**src/rtl/nbm_pkg.sv**
```systemverilog
package nbm_pkg;
  typedef enum logic [2:0] {K_AND, K_OR, K_XOR, K_TST, K_BAD} kind_e;
  typedef enum logic [2:0] {S_IDLE, S_RD, S_TST, S_WR, S_DONE} state_e;

  localparam int OP_W = 8;
  localparam logic [OP_W-1:0] OP_AND_LO = 8'h80;
  localparam logic [OP_W-1:0] OP_AND_HI = 8'h81;
  localparam logic [OP_W-1:0] OP_TST_LO = 8'h88;
  localparam logic [OP_W-1:0] OP_TST_HI = 8'h89;
  localparam logic [OP_W-1:0] OP_OR_LO  = 8'h90;
  localparam logic [OP_W-1:0] OP_OR_HI  = 8'h91;
  localparam logic [OP_W-1:0] OP_XOR_LO = 8'h98;
  localparam logic [OP_W-1:0] OP_XOR_HI = 8'h99;
endpackage

```
**src/rtl/nbm_decode.sv**
```systemverilog
module nbm_decode
  import nbm_pkg::*;
(
  input  logic [OP_W-1:0] op,
  output kind_e           kind,
  output logic            hi
);
  always_comb begin
    hi = op[0];
    unique case (op)
      OP_AND_LO, OP_AND_HI: kind = K_AND;
      OP_OR_LO,  OP_OR_HI:  kind = K_OR;
      OP_XOR_LO, OP_XOR_HI: kind = K_XOR;
      OP_TST_LO, OP_TST_HI: kind = K_TST;
      default:              kind = K_BAD;
    endcase
  end
endmodule

```
**src/rtl/nbm_alu.sv**
```systemverilog
module nbm_alu
  import nbm_pkg::*;
#(
  parameter int NIB_W = 4
) (
  input  logic [2*NIB_W-1:0] data,
  input  logic [NIB_W-1:0]   imm,
  input  kind_e              kind,
  input  logic               hi,
  output logic [2*NIB_W-1:0] result,
  output logic               n,
  output logic               z
);
  localparam int BW = 2 * NIB_W;
  localparam logic [NIB_W-1:0] ZEROS = '0;
  localparam logic [NIB_W-1:0] ONES  = '1;

  logic [BW-1:0] set_mask;
  logic [BW-1:0] keep_mask;
  logic [BW-1:0] masked;

  always_comb begin
    set_mask  = hi ? {imm, ZEROS} : {ZEROS, imm};
    keep_mask = hi ? {imm, ONES}  : {ONES, imm};
    masked    = data & set_mask;
    n         = hi & masked[BW-1];
    z         = (masked == '0);
    unique case (kind)
      K_AND:   result = data & keep_mask;
      K_OR:    result = data | set_mask;
      K_XOR:   result = data ^ set_mask;
      default: result = data;
    endcase
  end
endmodule

```
**src/rtl/nbm_ctrl.sv**
```systemverilog
module nbm_ctrl
  import nbm_pkg::*;
(
  input  logic   clk,
  input  logic   rst_n,
  input  logic   cmd_valid,
  input  kind_e  kind_in,
  input  kind_e  kind_q,
  input  logic   mem_ack,
  output state_e state,
  output logic   fire,
  output logic   cmd_ready,
  output logic   mem_req,
  output logic   mem_we,
  output logic   done
);
  state_e nxt;

  assign cmd_ready = (state == S_IDLE);
  assign fire      = cmd_valid & cmd_ready;
  assign mem_req   = (state == S_RD) || (state == S_WR);
  assign mem_we    = (state == S_WR);
  assign done      = (state == S_DONE);

  always_comb begin
    nxt = state;
    unique case (state)
      S_IDLE: if (fire) nxt = (kind_in == K_BAD) ? S_DONE : S_RD;
      S_RD:   if (mem_ack) nxt = (kind_q == K_TST) ? S_TST : S_WR;
      S_TST:  nxt = S_DONE;
      S_WR:   if (mem_ack) nxt = S_DONE;
      S_DONE: nxt = S_IDLE;
      default: nxt = S_IDLE;
    endcase
  end

  always_ff @(posedge clk or negedge rst_n)
    if (!rst_n) state <= S_IDLE;
    else        state <= nxt;
endmodule

```
**src/rtl/nibble_bitop_unit.sv**
```systemverilog
module nibble_bitop_unit
  import nbm_pkg::*;
#(
  parameter int ADDR_W = 16,
  parameter int NIB_W  = 4
) (
  input  logic                clk,
  input  logic                rst_n,
  input  logic                cmd_valid,
  output logic                cmd_ready,
  input  logic [7:0]          cmd_op,
  input  logic [NIB_W-1:0]    cmd_imm,
  input  logic [ADDR_W-1:0]   cmd_addr,
  output logic                mem_req,
  output logic                mem_we,
  output logic [ADDR_W-1:0]   mem_addr,
  output logic [2*NIB_W-1:0]  mem_wdata,
  input  logic [2*NIB_W-1:0]  mem_rdata,
  input  logic                mem_ack,
  output logic                flag_n,
  output logic                flag_z,
  output logic                done,
  output logic                illegal
);
  localparam int BW = 2 * NIB_W;

  kind_e             kind_in, kind_q;
  logic              hi_in, hi_q;
  logic [NIB_W-1:0]  imm_q;
  logic [ADDR_W-1:0] addr_q;
  logic [BW-1:0]     data_q;
  logic [BW-1:0]     alu_res;
  logic              alu_n, alu_z;
  logic              fire;
  state_e            state;

  nbm_decode u_dec (.op(cmd_op), .kind(kind_in), .hi(hi_in));

  nbm_ctrl u_ctrl (
    .clk(clk), .rst_n(rst_n), .cmd_valid(cmd_valid), .kind_in(kind_in),
    .kind_q(kind_q), .mem_ack(mem_ack), .state(state), .fire(fire),
    .cmd_ready(cmd_ready), .mem_req(mem_req), .mem_we(mem_we), .done(done)
  );

  nbm_alu #(.NIB_W(NIB_W)) u_alu (
    .data(data_q), .imm(imm_q), .kind(kind_q), .hi(hi_q),
    .result(alu_res), .n(alu_n), .z(alu_z)
  );

  always_ff @(posedge clk or negedge rst_n) begin
    if (!rst_n) begin
      kind_q <= K_BAD;
      hi_q   <= 1'b0;
      imm_q  <= '0;
      addr_q <= '0;
      data_q <= '0;
      flag_n <= 1'b0;
      flag_z <= 1'b0;
    end else begin
      if (fire) begin
        kind_q <= kind_in;
        hi_q   <= hi_in;
        imm_q  <= cmd_imm;
        addr_q <= cmd_addr;
      end
      if (state == S_RD && mem_ack) data_q <= mem_rdata;
      if (state == S_TST) begin
        flag_n <= alu_n;
        flag_z <= alu_z;
      end
    end
  end

  assign mem_addr  = addr_q;
  assign mem_wdata = alu_res;
  assign illegal   = done && (kind_q == K_BAD);
endmodule

```
**config.mk**
```make
export PLATFORM = sky130hd
export DESIGN_NAME = nibble_bitop_unit
export DESIGN_NICKNAME = d
export VERILOG_FILES = /design/src/rtl/nbm_pkg.sv /design/src/rtl/nbm_decode.sv /design/src/rtl/nbm_alu.sv /design/src/rtl/nbm_ctrl.sv /design/src/rtl/nibble_bitop_unit.sv
export SDC_FILE = /design/constraint.sdc
export NUM_CORES = 1
export LEC_CHECK = 0
export BUFFER_PORTS_ARGS = -buffer_cell sky130_fd_sc_hd__buf_2
export CORE_ASPECT_RATIO = 1.1
export CORE_MARGIN = 3
export CORE_UTILIZATION = 50
export CTS_BUF_LIST = sky130_fd_sc_hd__clkbuf_8
export CTS_CLUSTER_SIZE = 20
export DETAILED_ROUTE_END_ITERATION = 10
export GPL_TIMING_DRIVEN = 0
export PLACE_DENSITY = 0.81
export SLEW_MARGIN = 40
export SYNTH_ARGS = -nofsm -noshare
export SYNTH_HDL_FRONTEND = slang
export SYNTH_SLANG_ARGS = --single-unit
```
**constraint.sdc**
```tcl
create_clock -name clk -period 2 [get_ports clk]
set_input_delay 0.2 -clock clk [delete_from_list [all_inputs] [get_ports clk]]
set_output_delay 0.2 -clock clk [all_outputs]
set_load 0.02 [all_outputs]
```
==> results of run 1 <==
worst register-to-register path, cell delays in order, from the launching register on:
cell	delay, ns
dfrtp_2	0.37
clkbuf_4	0.19
nand2b_1	0.16
inv_1	0.05
ha_1	0.17
nor4_1	0.37
nand2_1	0.09
o21ai_0	0.16
cells by family (layout without fill, tap and decap cells):
group / Yosys count / after routing / synth area share, %
AND/OR/NAND/NOR: 112 / 112 / 23.8
XOR/XNOR: 2 / 2 / 0.831
flip-flops: 37 / 37 / 44.0
AO/OA/AOI/OAI: 50 / 50 / 13.0
multiplexers: 1 / 1 / 0.534
adder cells (fa/ha/maj): 16 / 16 / 9.50
buffers and inverters: 36 / 112 / 8.37
layout make-up:
type | instances | area share [%]
multi-input cells | 181 | 38.2
flip-flops and latches | 37 | 35.3
repair buffers | 72 | 14.4
inverters | 23 | 3.28
clock buffers | 6 | 3.14
plain buffers | 9 | 3.04
well taps | 52 | 2.47
clock inverters | 2 | 0.285
worst min path at each step:
stage,cells after the start,slack [ns],to
finish,3,0.1,mem_addr[4]
global placement,1,0.34,data_q[3]
global route,3,0.11,mem_addr[3]
floorplan,0,-0.1,data_q[0]
detailed placement,1,0.34,flag_z
CTS,1,0.02,data_q[3]
synthesized netlist by cell type, drive strengths merged:
library cell,number,area share [%]
a21oi,14,3.3
a22o,2,0.83
a311oi,1,0.71
a31oi,2,0.59
and2,2,0.59
buf,7,3.2
clkbuf,6,1.1
dfrtp,36,43
dfstp,1,1.2
ha,16,9.5
inv,23,4.1
mux2,1,0.53
nand2,77,14
nand2b,6,2.1
nor2,16,2.8
nor2b,1,0.30
nor3,2,1.0
nor3b,3,1.6
nor4,4,1.2
o21ai,30,7.1
o32ai,1,0.42
or2,1,0.30
xnor2,1,0.42
xor2,1,0.42
where the power goes:
part	internal [W]	switching, W
Clock	0.000271	0.000262
Combinational	0.000434	0.000670
Sequential	0.000939	0.000154
registers in the layout, summed over array words and instances (netlist names):
| register | cells |
|---|---|
| hi_q | 1 |
| flag_n | 1 |
| mem_addr | 16 |
| data_q | 8 |
| imm_q | 4 |
| flag_z | 1 |
| kind_q | 3 |
| u_ctrl.state | 3 |
timing repair:
action | 4_1_cts | 5_1_grt
endpoints found under the setup margin | 9 | 8
resized for setup | 5 | 7
hold endpoints to repair | 0 | 36
hold buffers | 0 | 1
buffers inserted | 1 | 0
through the flow:
stage | hold WS, ns | utilization (%)
6_report | 0.0985 | 65.4
5_1_grt | 0.108 | 65.4
4_1_cts | 0.0219 | 65.0
3_5_place_dp | 0.343 | 62.7
3_3_place_gp | 0.337 | 62.7
2_1_floorplan | -0.0956 | -
metal layers:
layer  global-route usage (%)  wire (µm)
met5                        0          0
met4                     6.84         57
met3                     5.59        335
met2                     35.9       2340
met1                     26.8       2140
==> run metrics, run 1 <==
worst path cell trace=clkbuf_4 -> nand2b_1 -> ha_1 -> a21oi_1 -> o21ai_1 -> buf_4; Worst EP arrival=1.72 ns; io pins=71; initial antenna violation count=0; root buffer cell=clkbuf_8; TritonCTS Buffers=5; CP Launch Type=flop; CP Capture Type=output pin; final setup vio count=0; worst setup path endpoint=mem_wdata[2]; dpl cells=376; Final Max Tran Viols=0; slowest stage cell, crit path=dfrtp_2; #FFs+latches synth=37; Non-Filler Instances=382; area of the core=4020 µm²; Buffers on Ports=70; reg-to-reg startpoint=hi_q; Filler cells=375; Synth Net Count=310; Mean Syn Cell Area=8.30 µm²; status=finished, final reports clean; drt initial violations=106; hold_sp=cmd_addr[4]; min Tclk post-route=1.92 ns; power per standard cell area=1040 nW/µm²; CTS tree=done; post-DR vias/cell=5.03; Die H=74.1 µm; final period utilization=95.8%; first-pass GRT wire length=8130 µm; commonest non-fill, non-tap cells in the layout=nand2_1 (76), buf_2 (66), dfrtp_1 (35); VDD IR-drop max=483 µV; Ys Warns=0; FF+latch area=928 µm²; share of cells above drive strength 1=28.8%; unrepaired setup endpoints after global routing=false; max frequency=0.522 GHz; Mapped Area=2110 µm²; Worst Max-Slew Pin Slew=0.464 ns; Clock Sinks=37; H-tree depth=2; Final nets=385; Max-slew headroom=69.0%; crit path buf inv count=2; reg2reg end=flag_z; placed cell areas=2520 µm²; CP delay by family, top=flip-flops; Multi-input gate area=1000 µm²; crit-path max FO=10; First-pass DRT Iterations=4; static leakage=1.46 nW; post-route setup slack=0.0849 ns; max cap viols=0; via count=1922; gpl congestion=0.794; row cnt=24; Hold WC Path Type=input port to flop; DP Worst Slack=-0.0862 ns; die area=5030 µm²; register area share after synthesis=44.0%; Worst path max stage delay=0.41 ns; WL final=4870 µm; commonest non-fill, non-tap cell in the layout=nand2_1; Worst Reg-to-Reg Cells=7; Levels on crit path=6; largest net degree at the start of global routing=38; Setup CP Type=flop to output pin; GRT overflow=0; Die Width=67.9 µm; Skew-Pair Late Insertion Delay=0.29 ns; worst-case clock buffer depth=2; Reg clk slew, reported paths=0.07 ns; Tot Pwr=0.00273 W; endpoints failing hold=0; Antenna Nets Post-Route=0; Synth cell types=30; Total GRT Usage=21.4%; Worst Skew=0.00721 ns; initial core utilization=52.4%; Final Cell Area=2630 µm²; setup TNS=0 ns; final HPWL from detailed placement=3630 µm; setup slack, reg-to-reg=0.38 ns; number of global-route vias before repair=1821; P&R area growth vs syn=24.9%; Cells after Synth=254; DRC=0; post-DR wirelength/cell=12.7 µm; CP Launch Point=hi_q; n_diodes=0; Crit path required time=1.80 ns
(Power assumes the default switching activity.)
==> run 2: changes to the inputs <==
- SYNTH_HIERARCHICAL: unset -> 1
==> run metrics, run 2 <==
synth top area cells=dfrtp_1 (42%), mux2_2 (18%), ha_1 (9.3%), a2bb2oi_1 (3.3%), o2bb2ai_1 (3.3%); post-DR vias/cell=5.11 (+1.6%); worst path cell trace=or3_4 -> inv_1 -> and2_1 -> buf_2 -> buf_6 -> mux2_2; Synth area leader=dfrtp_1; placed cell areas=2560 µm² (+1.4%); Mapped Area=2150 µm² (+2.0%); area of the core=4050 µm² (+0.75%); Worst path max stage delay=0.48 ns (+0.07 ns); WL final=4640 µm (-4.7%); post-DR wirelength/cell=14.6 µm (+14%); crit-path max FO=10 (unchanged); Cells after Synth=188 (-26%); Reg clk slew, reported paths=0.08 ns (about the same); share of cells above drive strength 1=50.0% (+21 points); Ys Warns=6 (+6); largest family of logic cells by synthesized area=multiplexers; xor and xnor area share after synthesis=0.815% (-0.016 points); Setup CP Type=flop to flop; post-synthesis adder-cell area fraction=9.31% (-0.18 points); TritonCTS Buffers=5 (unchanged); final setup vio count=0 (unchanged); unrepaired setup endpoints after global routing=false; number of global-route vias before repair=1663 (-8.7%); gpl congestion=0.807 (+1.6%); Skew-Pair Late Insertion Delay=0.29 ns (about the same); CP Capture Type=flop; worst-case clock buffer depth=2 (unchanged); commonest non-fill, non-tap cell in the layout=buf_2; Clock Sinks=37 (unchanged); Final Util=67.0% (+1.6 points); row cnt=24 (unchanged); VDD IR-drop max=905 µV (+87%); CTS tree=done; initial antenna violation count=0 (unchanged); register area share after synthesis=43.1% (-0.84 points); Hold WC Path Type=input port to flop; via count=1625 (-15%); Crit path required time=2.18 ns (+0.38 ns); min Tclk post-route=1.90 ns (-0.0172 ns); Max-slew headroom=68.8% (-0.21 points); Die H=74.8 µm (+0.90%); largest net degree at the start of global routing=38 (unchanged); endpoints failing hold=0 (unchanged); DRC=0 (unchanged); max cap viols=0 (unchanged); Largest register FFs=16 (unchanged); First-pass DRT Iterations=4 (unchanged); drt initial violations=79 (-25%); Synth Net Count=244 (-21%); CP delay by family, top=simple AND/OR/NAND/NOR gates; slowest stage cell, crit path=dfrtp_2; Total GRT Usage=19.8% (-1.5 points); commonest non-fill, non-tap cells in the layout=buf_2 (70), mux2_2 (34), dfrtp_1 (34); root buffer cell=clkbuf_8; Final nets=321 (-17%); Most used DFF post-synth=dfrtp_1; Post-synth top cells=dfrtp_1 (36), mux2_2 (34), ha_1 (16), inv_1 (16); final HPWL from detailed placement=3390 µm (-6.4%); top cell type's share of synthesized area=41.9% (-0.82 points); #FFs+latches synth=37 (unchanged); static leakage=1.38 nW (-5.9%); Final Max Tran Viols=0 (unchanged); Filler cells=339 (-9.6%); die area=5120 µm² (+1.8%); Synth async-reset ratio=100% (unchanged); Synth cell types=36 (+20%); GRT overflow=0 (unchanged); Die Width=68.5 µm (+0.88%); Multi-input gate area=1090 µm² (+8.8%); Post-Synth Simple-Gate Area=12.6% (-11 points); EDFF count, synth=0 (unchanged); max frequency=0.527 GHz (+0.90%); Worst Skew=0.00460 ns (-0.00261 ns); Final Cell Area=2720 µm² (+3.1%); FF+latch area=930 µm² (+0.13%); crit path buf inv count=3 (+1); H-tree depth=2 (unchanged); compound-cell area share of the yosys netlist=10.0% (-3.0 points); io pins=71 (unchanged); P&R area growth vs syn=26.3%; status=finished, final reports clean; final period utilization=94.9% (-0.86 points); Worst EP arrival=2.07 ns (+0.35 ns); Worst Max-Slew Pin Slew=0.468 ns (+0.00322 ns); initial core utilization=53.0% (+0.63 points); Buffers on Ports=69 (-1.4%); Mean Syn Cell Area=11.4 µm² (+38%); power per standard cell area=1500 nW/µm² (+45%); mux cell area share after synthesis=17.8% (+17 points); first-pass GRT wire length=7610 µm (-6.4%); n_diodes=0 (unchanged); most common cell in the netlist=dfrtp_1; Antenna Nets Post-Route=0 (unchanged); CP Launch Type=flop
-- run 2: area by class of cell --
class,instances,area share (%)
clock buffers,5,2.53
repair buffers,71,13.5
well taps,52,2.40
clock inverters,3,1.71
flip-flops and latches,37,34.2
plain buffers,9,2.67
multi-input cells,122,40.3
inverters,19,2.63
-- run 2: metrics by stage --
stage	hold WS, ns	total power [W]	TNS, ns	instances	setup slack [ns]
after floorplan	-0.0956	0.00277	0	188	0.0410
after global placement	0.345	0.00330	0	309	0.0181
after detailed placement	0.351	0.00338	-0.298	309	-0.0336
after CTS	0.0323	0.00409	0	318	0.0299
after global routing	0.128	0.00440	0	318	0.0257
final	0.140	0.00407	0	318	0.102
-- run 2: power breakdown --
part           switching (W)  internal (W)
logic                0.00105      0.000983
clock network       0.000280      0.000373
registers           0.000298       0.00109
-- run 2: logic make-up after synthesis --
logic type,count (synthesis)
buffers and inverters,29
adder cells (fa/ha/maj),16
AO/OA/AOI/OAI,29
flip-flops,37
XOR/XNOR,2
multiplexers,34
AND/OR/NAND/NOR,41
-- run 2: per-layer routing --
| layer | routed length, µm | vias to the layer above | share of wire [%] | GRT usage (%) |
|---|---|---|---|---|
| met4 | 44 | 0 | 0.95 | 6.62 |
| met5 | 0 | - | 0 | 0 |
| met2 | 2390 | 43 | 51 | 33.5 |
| met1 | 1980 | 776 | 43 | 24.8 |
| li1 | - | 801 | - | - |
| met3 | 224 | 5 | 4.8 | 4.63 |
-- run 2: repair_timing --
item	4_1_cts	5_1_grt
hold buffers	0	1
buffers inserted	1	0
setup endpoints to repair	28	24
hold endpoints to repair	0	36
gates resized for setup	4	4
-- run 2: path summary, 6_finish.rpt --
path	depth (start not counted)	endpoint	startpoint	slack, ns
worst max-delay path	6	kind_q[0]	u_ctrl/state[1]	0.10
worst min-delay path	2	mem_addr[7]	cmd_addr[7]	0.14
worst max register to register	6	kind_q[0]	u_ctrl/state[1]	0.10
worst min register to register	1	flag_n	flag_n	0.51
max in group asynchronous	2	hi_q	rst_n	1.22
min in group asynchronous	2	mem_addr[3]	rst_n	0.42
